<file path="config.mk">
export PLATFORM = sky130hd
export DESIGN_NAME = memtest_pattern_unit
export DESIGN_NICKNAME = d
export VERILOG_FILES = /design/src/rtl/memtest_pkg.sv /design/src/rtl/memtest_patgen.sv /design/src/rtl/memtest_errfsm.sv /design/src/rtl/memtest_pattern_unit.sv
export SDC_FILE = /design/constraint.sdc
export NUM_CORES = 1
export LEC_CHECK = 0
export BUFFER_PORTS_ARGS = -buffer_cell sky130_fd_sc_hd__buf_2
export CAP_MARGIN = 0
export CORE_UTILIZATION = 45
export DETAILED_ROUTE_END_ITERATION = 10
export PLACE_DENSITY_LB_ADDON = 0.08
export SYNTH_ARGS = -nofsm -noshare
export SYNTH_HDL_FRONTEND = slang
export SYNTH_SLANG_ARGS = --single-unit
</file>
<file path="constraint.sdc">
create_clock -name clk -period 2.3 [get_ports clk]
set_input_delay 0.23 -clock clk [delete_from_list [all_inputs] [get_ports clk]]
set_output_delay 0.23 -clock clk [all_outputs]
set_load 0.01 [all_outputs]
</file>
<file path="src/rtl/memtest_pkg.sv">
package memtest_pkg;

    localparam int DW    = 16;
    localparam int POS_W = $clog2(DW);
    localparam logic [DW-1:0] PRBS_SEED = 16'hACE1;

    typedef enum logic [2:0] {
        PAT_ADDR   = 3'b010,
        PAT_HAMMER = 3'b011,
        PAT_NEIGH  = 3'b100,
        PAT_WALK1  = 3'b101,
        PAT_WALK0  = 3'b110,
        PAT_PRBS   = 3'b111
    } pat_e;

    typedef enum logic {
        CHK_CLEAN  = 1'b0,
        CHK_FAILED = 1'b1
    } chk_state_e;

    function automatic pat_e decode_mode(input logic [2:0] m);
        pat_e p;
        unique case (m)
            3'b010:  p = PAT_ADDR;
            3'b100:  p = PAT_NEIGH;
            3'b101:  p = PAT_WALK1;
            3'b110:  p = PAT_WALK0;
            3'b111:  p = PAT_PRBS;
            default: p = PAT_HAMMER;
        endcase
        return p;
    endfunction

    function automatic logic [DW-1:0] prbs_step(input logic [DW-1:0] s);
        return {s[DW-2:0], s[15] ^ s[13] ^ s[12] ^ s[10]};
    endfunction

endpackage

</file>
<file path="src/rtl/memtest_patgen.sv">
module memtest_patgen
    import memtest_pkg::*;
(
    input  logic          clk,
    input  logic          rst_n,
    input  pat_e          pat,
    input  logic          step,
    input  logic [DW-1:0] addr_lo,
    output logic [DW-1:0] word
);

    logic [POS_W-1:0] pos_q;
    logic [DW-1:0]    lfsr_q;
    logic [DW-1:0]    one_hot;
    logic [DW-1:0]    backdrop;

    always_ff @(posedge clk) begin
        if (!rst_n) begin
            pos_q  <= '0;
            lfsr_q <= PRBS_SEED;
        end else if (step) begin
            pos_q  <= pos_q + 1'b1;
            lfsr_q <= prbs_step(lfsr_q);
        end
    end

    always_comb begin
        one_hot  = '0;
        one_hot[pos_q] = 1'b1;
        backdrop = {DW{pos_q[0]}};
    end

    always_comb begin
        unique case (pat)
            PAT_ADDR:   word = addr_lo;
            PAT_HAMMER: word = {DW{~pos_q[0]}};
            PAT_NEIGH:  word = backdrop ^ one_hot;
            PAT_WALK1:  word = one_hot;
            PAT_WALK0:  word = ~one_hot;
            PAT_PRBS:   word = lfsr_q;
            default:    word = {DW{~pos_q[0]}};
        endcase
    end

endmodule

</file>
<file path="src/rtl/memtest_errfsm.sv">
module memtest_errfsm
    import memtest_pkg::*;
(
    input  logic clk,
    input  logic rst_n,
    input  logic miss,
    output logic flag
);

    chk_state_e state_q;
    chk_state_e state_d;

    always_comb begin
        state_d = state_q;
        unique case (state_q)
            CHK_CLEAN:  if (miss) state_d = CHK_FAILED;
            CHK_FAILED: state_d = CHK_FAILED;
            default:    state_d = CHK_CLEAN;
        endcase
    end

    always_ff @(posedge clk) begin
        if (!rst_n) state_q <= CHK_CLEAN;
        else        state_q <= state_d;
    end

    always_comb begin
        flag = (state_q == CHK_FAILED);
    end

endmodule

</file>
<file path="src/rtl/memtest_pattern_unit.sv">
module memtest_pattern_unit
    import memtest_pkg::*;
#(
    parameter int ADDR_W = 20
) (
    input  logic              clk,
    input  logic              rst_n,
    input  logic [2:0]        mode_i,
    input  logic [ADDR_W-1:0] addr_i,
    input  logic              wr_stb_i,
    input  logic              rd_stb_i,
    input  logic [15:0]       rd_data_i,
    output logic [15:0]       wr_data_o,
    output logic              err_o
);

    pat_e          pat_q;
    logic [DW-1:0] addr_lo;
    logic [DW-1:0] exp_word;
    logic          miss;

    always_ff @(posedge clk) begin
        if (!rst_n) pat_q <= decode_mode(mode_i);
    end

    assign addr_lo = DW'(addr_i);

    memtest_patgen u_wgen (
        .clk     (clk),
        .rst_n   (rst_n),
        .pat     (pat_q),
        .step    (wr_stb_i),
        .addr_lo (addr_lo),
        .word    (wr_data_o)
    );

    memtest_patgen u_rgen (
        .clk     (clk),
        .rst_n   (rst_n),
        .pat     (pat_q),
        .step    (rd_stb_i),
        .addr_lo (addr_lo),
        .word    (exp_word)
    );

    assign miss = rd_stb_i && (rd_data_i != exp_word);

    memtest_errfsm u_err (
        .clk   (clk),
        .rst_n (rst_n),
        .miss  (miss),
        .flag  (err_o)
    );

endmodule

</file>
==> results of run 1 <==
## through the flow
| stage | setup TNS (ns) | area (sq um) |
|---|---|---|
| after global routing | -0.02492 | 4194 |
| after detailed placement | -0.08830 | 3918 |
| after CTS | 0 | 4104 |
| final | 0 | 4194 |
| after global placement | -0.05053 | 3918 |
| after floorplan | 0 | 3425 |
## routing by layer
| metal | part of all wire, % | vias to the layer above | GRT usage, % | wire length, um |
|---|---|---|---|---|
| li1 | - | 1772 | - | - |
| met1 | 49 | 1662 | 38.66 | 5116 |
| met2 | 42 | 125 | 40.11 | 4377 |
| met3 | 6.3 | 17 | 3.601 | 649 |
| met4 | 1.9 | 0 | 7.937 | 194 |
| met5 | 0 | - | 0 | 0 |
## cell usage after synthesis (all sizes together) (2+ instances only)
| cell | instances | area [sq um] |
|---|---|---|
| a22oi | 3 | 27.52 |
| xor2 | 14 | 122.6 |
| mux2i | 34 | 340.3 |
| and3 | 8 | 50.05 |
| o21a | 2 | 15.01 |
| xnor2 | 12 | 105.1 |
| o21ai | 22 | 110.1 |
| edfxtp | 3 | 90.09 |
| a31oi | 18 | 112.6 |
| or3 | 3 | 18.77 |
| clkbuf | 17 | 67.56 |
| a32oi | 4 | 35.03 |
| ha | 8 | 100.1 |
| nand3b | 5 | 37.54 |
| nand2b | 2 | 12.51 |
| nor2 | 34 | 127.6 |
| dfxtp | 41 | 820.8 |
| a21oi | 52 | 260.3 |
| o21bai | 2 | 26.28 |
| o2111ai | 2 | 17.52 |
| inv | 6 | 22.52 |
| a21o | 8 | 60.06 |
| a31o | 2 | 17.52 |
| a41oi | 5 | 43.79 |
| nor3 | 3 | 15.01 |
| nand4 | 10 | 62.56 |
| nand3 | 7 | 35.03 |
| nor2b | 7 | 51.30 |
| and3b | 2 | 21.27 |
| nand2 | 68 | 255.2 |
| a221oi | 2 | 17.52 |
| nor3b | 5 | 42.54 |
| a222oi | 2 | 20.02 |
| a211oi | 2 | 15.01 |
| buf | 25 | 138.9 |
## cells by family after synthesis
group                    count (synthesis)  synth area share (%)
XOR/XNOR                                26                 6.650
adder cells (fa/ha/maj)                  8                 2.923
AO/OA/AOI/OAI                          134                 24.70
buffers and inverters                   49                 6.795
flip-flops                              44                 26.60
multiplexers                            34                 9.938
AND/OR/NAND/NOR                        159                 22.40
## cell type report
cell class                      instances  area share [%]
Clock buffer                            5           1.641
Clock inverter                          3           1.104
Inverter                                7          0.6265
Multi-Input combinational cell        362           56.80
Sequential cell                        44           21.81
Tap cell                               99           2.953
Timing Repair Buffer                  102           15.07
## sequential cells by signal (all words and copies together), names as in the netlist
| name | flops |
|---|---|
| u_rgen.lfsr_q | 16 |
| u_wgen.lfsr_q | 16 |
| u_rgen.pos_q | 4 |
| u_wgen.pos_q | 4 |
| pat_q | 3 |
| u_err.flag | 1 |
## repair_timing
| item | CTS | global route |
|---|---|---|
| cloned | 2 | 0 |
| pin swaps | 2 | 2 |
| buffers inserted | 2 | 4 |
| resized for setup | 14 | 17 |
| endpoints found under the setup margin | 17 | 17 |
## path summary, 6_finish.rpt
path	startpoint	endpoint	cells after the start
worst min-delay path	mode_i[2]	pat_q[2]	1
worst max register to register	u_rgen.pos_q[0]	u_err.flag	10
worst min register to register	u_rgen.lfsr_q[5]	u_rgen.lfsr_q[5]	2
worst max-delay path	u_rgen.pos_q[0]	u_err.flag	10
## where the power goes
| part | internal, mW | switching (mW) | total, mW |
|---|---|---|---|
| Clock | 0.328 | 0.307 | 0.635 |
| Combinational | 0.385 | 0.478 | 0.863 |
| Sequential | 0.824 | 0.0584 | 0.882 |
| Total | 1.54 | 0.844 | 2.38 |
==> flow_summary_export.csv, run 1 <==
group,metric,value,unit
outcome,status,"complete, no violations",
place,placed_cells,606,
synth,syn_area,3425,sq um
timing,period_needed,2.213,ns
cells_and_area,layout_commonest_cell,"nand2_1",
synth,synthArstFlopShare,0,%
synth,ys_types,60,
global_route,overflow,0,
synth,syn_inst,454,
clocking,clockBufferDepth,2,
synth,syn-num-nets,505,
place,pre_cts_ws,-0.08830,ns
cells_and_area,diodes,0,
cells_and_area,regArea,914.6,sq um
timing,worst_pin_slew,0.6077,ns
cells_and_area,drive_gt1_share,26.20,%
clocking,clock-root-buffer,"clkbuf_8",
global_route,grt_start_max_net_pins,29,
synth,ys.flop_type,"dfxtp_1",
clocking,htree_levels,2,
critical_path,crit_chain,"buf_4 -> inv_2 -> ha_4 -> buf_4 -> a21o_1 -> a21oi_1 -> o21ai_0 -> a2111oi_2 -> and4_1 -> a31oi_1",
critical_path,crit_type,"reg -> reg",
critical_path,worst_ep_arrival_time,2.42,ns
floorplan,die_x,89.24,um
critical_path,critical-path-top-delay-family,"compound AO/OA/AOI/OAI gates",
floorplan,die_y,89.24,um
global_route,track_usage,26.40,%
route,drt_iter0_markers,279,
place,portBuffers,55,
floorplan,rows,31,
route,drcViolationCount,0,
critical_path,slowest_stage,"dfxtp_2",
route,routed_wl,10.34,mm
pwr,ir_drop,0.2996,mV
floorplan,die_area,7963,sq um
clocking,clk_latency,0.31,ns
route,final_antenna_net_count,0,
clocking,cts_tree,"yes",
timing,finalCritPeriodShare,96.22,%
timing,fmax,451.9,MHz
critical_path,crit_path_frequent_cell,"buf_4",
clocking,numCtsBuffers,5,
place,dp_hpwl,7.807,mm
route,viasPerCell,5.749,
timing,finClkSkew,0.01123,ns
global_route,grt_first_pass_wirelength,15.79,mm
timing,finalWorstSetupSlack,0.08705,ns
global_route,antenna_found_initial,0,
clocking,path_clk_slew,0.10,ns
pwr,total_power,2.380,mW
cells_and_area,final_cell_mix,"nand2_1 (67), buf_2 (55), a21oi_1 (49)",
route,drt_first_pass_iters,5,
timing,slew_viol_final,0,
place,gp_congestion,0.8930,
synth,yosysWarnings,0,
synth,synth_edf_count,3,
clocking,clkSinkCount,44,
route,vias,3576,
global_route,grt_pass1_vias,3207,
timing,rsz0062_at_grt,"yes",
run,max_cap_violations,0,
critical_path,critical_path.max_stage_delay,0.38,ns
timing,slew_headroom,59.49,%
floorplan,core_area,7292,sq um
critical_path,required,2.51,ns
timing,hold_viol_final,0,
cells_and_area,multiInputGateArea,2382,sq um
timing,hold_slack,0.1286,ns
critical_path,crit_buf_inv,3,
critical_path,cp-end-kind,"flop",
critical_path,ff2ff_setup_slack,0.09,ns
cells_and_area,fill_cells,737,
synth,ys_ff_latch,44,
route,wl_per_cell,16.62,um
pwr,leakagePower,1.847,nW
synth,yosysSeqAreaShare,26.60,%
cells_and_area,post-route-util,57.52,%
timing,setup_viol,0,
critical_path,path_max_fanout,6,
cells_and_area,syn_to_final_growth,22.47,%
cells_and_area,final_nets,573,
floorplan,ios,60,
floorplan,initial_core_util,46.96,%
synth,synth_area_per_cell,7.543,sq um
clocking,cts_hold_buf,0,
pwr,power_density,567.5,nW/um^2
worst_hold_path,hold_class,"in -> reg",
critical_path,start_kind,"flop",
cells_and_area,final_cells,622,
No activity file was read; power rests on OpenSTA's default activity.
==> run 2, diff against run 1 <==
--- a/config.mk
+++ b/config.mk
@@ -9,6 +9,7 @@
 export CAP_MARGIN = 0
 export CORE_UTILIZATION = 45
 export DETAILED_ROUTE_END_ITERATION = 10
+export GPL_TIMING_DRIVEN = 0
 export PLACE_DENSITY_LB_ADDON = 0.08
 export SYNTH_ARGS = -nofsm -noshare
 export SYNTH_HDL_FRONTEND = slang
==> constraint.sdc (replaced) <==
create_clock -name clk -period 2.02 [get_ports clk]
set_input_delay 0.202 -clock clk [delete_from_list [all_inputs] [get_ports clk]]
set_output_delay 0.202 -clock clk [all_outputs]
set_load 0.01 [all_outputs]
==> run 2 against run 1 <==
Against the previous run: the flow now finishes with violations (negative setup slack); sequential share of layout area down 2.4 points; setup slack worse by 0.31 ns; non-clock buffer count up 25; wire length up 16%; critical path type unchanged.
==> flow_summary_export.csv, run 2 (synthesized netlist as in run 1, its figures left out) <==
group,metric,value,unit
outcome,status,"finished, violations left",
outcome,violations,"negative setup slack",
timing,worst_pin_slew,0.8187,ns
clocking,clk_latency,0.31,ns
route,viasPerCell,5.887,
cells_and_area,syn_to_final_growth,38.73,%
route,wl_per_cell,18.50,um
cells_and_area,post-route-util,65.15,%
critical_path,ff2ff_setup_slack,-0.22,ns
clocking,path_clk_slew,0.11,ns
critical_path,required,2.23,ns
timing,setup_viol,17,
route,final_antenna_net_count,0,
timing,fmax,445.8,MHz
route,drt_iter0_markers,342,
timing,hold_viol_final,0,
cells_and_area,final_cell_mix,"nand2_1 (66), buf_2 (60), dfxtp_1 (37)",
floorplan,die_y,89.24,um
timing,slew_viol_final,0,
floorplan,initial_core_util,46.96,%
timing,finClkSkew,0.01278,ns
timing,finalSetupTns,-2.810,ns
place,portBuffers,53,
global_route,overflow,0,
timing,period_needed,2.243,ns
route,vias,3803,
cells_and_area,final_area,4751,sq um
cells_and_area,fill_cells,662,
worst_hold_path,hold_class,"in -> reg",
pwr,total_power,2.904,mW
cells_and_area,multiInputGateArea,2666,sq um
route,drt_first_pass_iters,5,
floorplan,rows,31,
critical_path,start_kind,"flop",
cells_and_area,diodes,0,
cells_and_area,layout_commonest_cell,"nand2_1",
cells_and_area,drive_gt1_share,34.73,%
pwr,leakagePower,1.990,nW
cells_and_area,final_nets,597,
timing,slew_headroom,45.42,%
timing,rsz0062_at_grt,"yes",
critical_path,cp-end-kind,"flop",
cells_and_area,regArea,920.9,sq um
place,placed_area,3844,sq um
route,drcViolationCount,0,
critical_path,worst_ep_arrival_time,2.45,ns
clocking,htree_levels,2,
clocking,clockBufferDepth,2,
clocking,numCtsBuffers,5,
place,gp_congestion,0.9202,
floorplan,die_area,7963,sq um
run,max_cap_violations,0,
clocking,clkSinkCount,44,
route,met3WireLength,1.001,mm
critical_path,crit_type,"reg -> reg",
critical_path,path_max_fanout,5,
timing,finalWorstSetupSlack,-0.2230,ns
global_route,grt_first_pass_wirelength,16.71,mm
floorplan,die_x,89.24,um
timing,finalCritPeriodShare,111.0,%
pwr,ir_drop,0.3074,mV
global_route,track_usage,28.37,%
route,routed.top_layer,"met4",
route,met2_length,5.016,mm
global_route,antenna_found_initial,0,
global_route,grt_pass1_vias,3126,
floorplan,ios,60,
clocking,cts_tree,"yes",
global_route,grt_start_max_net_pins,17,
place,dp_hpwl,8.279,mm
route,routed_wl,11.95,mm
cells_and_area,top_regs,"u_rgen.lfsr_q (16), u_wgen.lfsr_q (16)",
pwr,power_density,611.3,nW/um^2
clocking,clock-root-buffer,"clkbuf_8",
floorplan,core_area,7292,sq um
route,met1_length,5.683,mm
==> run 2: timing repair <==
action / CTS / global route
setup endpoints to repair: 17 / 17
hold buffers: 0 / 0
gates cloned: 1 / 3
gates resized for setup: 56 / 66
setup buffers: 5 / 24
pin swaps: 4 / 13
==> run 2: layer usage <==
metal | vias to the layer above | track usage [%]
li1 | 1816 | -
met4 | 0 | 8.225
met1 | 1780 | 43.62
met5 | - | 0
met3 | 22 | 4.247
met2 | 185 | 40.39
==> run 2: cell type report <==
type	count	area share, %
multi-input cells	361	56.12
flip-flops and latches	44	19.38
repair buffers	86	11.88
plain buffers	41	6.848
well taps	99	2.607
clock buffers	6	1.975
inverters	7	0.7638
clock inverters	2	0.4214
==> run 2: path summary, 6_finish.rpt <==
check                                 startpoint          endpoint  cells past startpoint
worst max-delay path             u_rgen.pos_q[1]        u_err.flag                      9
worst min-delay path                   mode_i[0]          pat_q[0]                      2
worst max register to register   u_rgen.pos_q[1]        u_err.flag                      9
worst min register to register  u_rgen.lfsr_q[5]  u_rgen.lfsr_q[5]                      2
==> run 2: stage by stage <==
| step | setup slack [ns] | cells | hold slack, ns |
|---|---|---|---|
| final | -0.2230 | 646 | 0.1601 |
| after global routing | -0.3103 | 646 | 0.1558 |
| after CTS | -0.3145 | 619 | 0.1489 |
| after detailed placement | -0.4780 | 606 | 0.4729 |
| after global placement | -0.4662 | 606 | 0.4696 |
| after floorplan | -0.04677 | 454 | 0.3512 |
==> run 2: report_power, final <==
group	switching [mW]	total [mW]	internal, mW
sequential	0.0786	1.02	0.938
clock	0.371	0.704	0.333
combinational	0.641	1.18	0.543
==> run 2: worst max-delay path, cell delays in order (launching register included) <==
cell and delay, ns:
dfxtp_4 0.38, inv_2 0.06, ha_4 0.18, and3b_1 0.19
or3_1 0.31, nand4_1 0.11, xor2_1 0.08, or4_4 0.57
nor4_4 0.15, a31oi_1 0.10
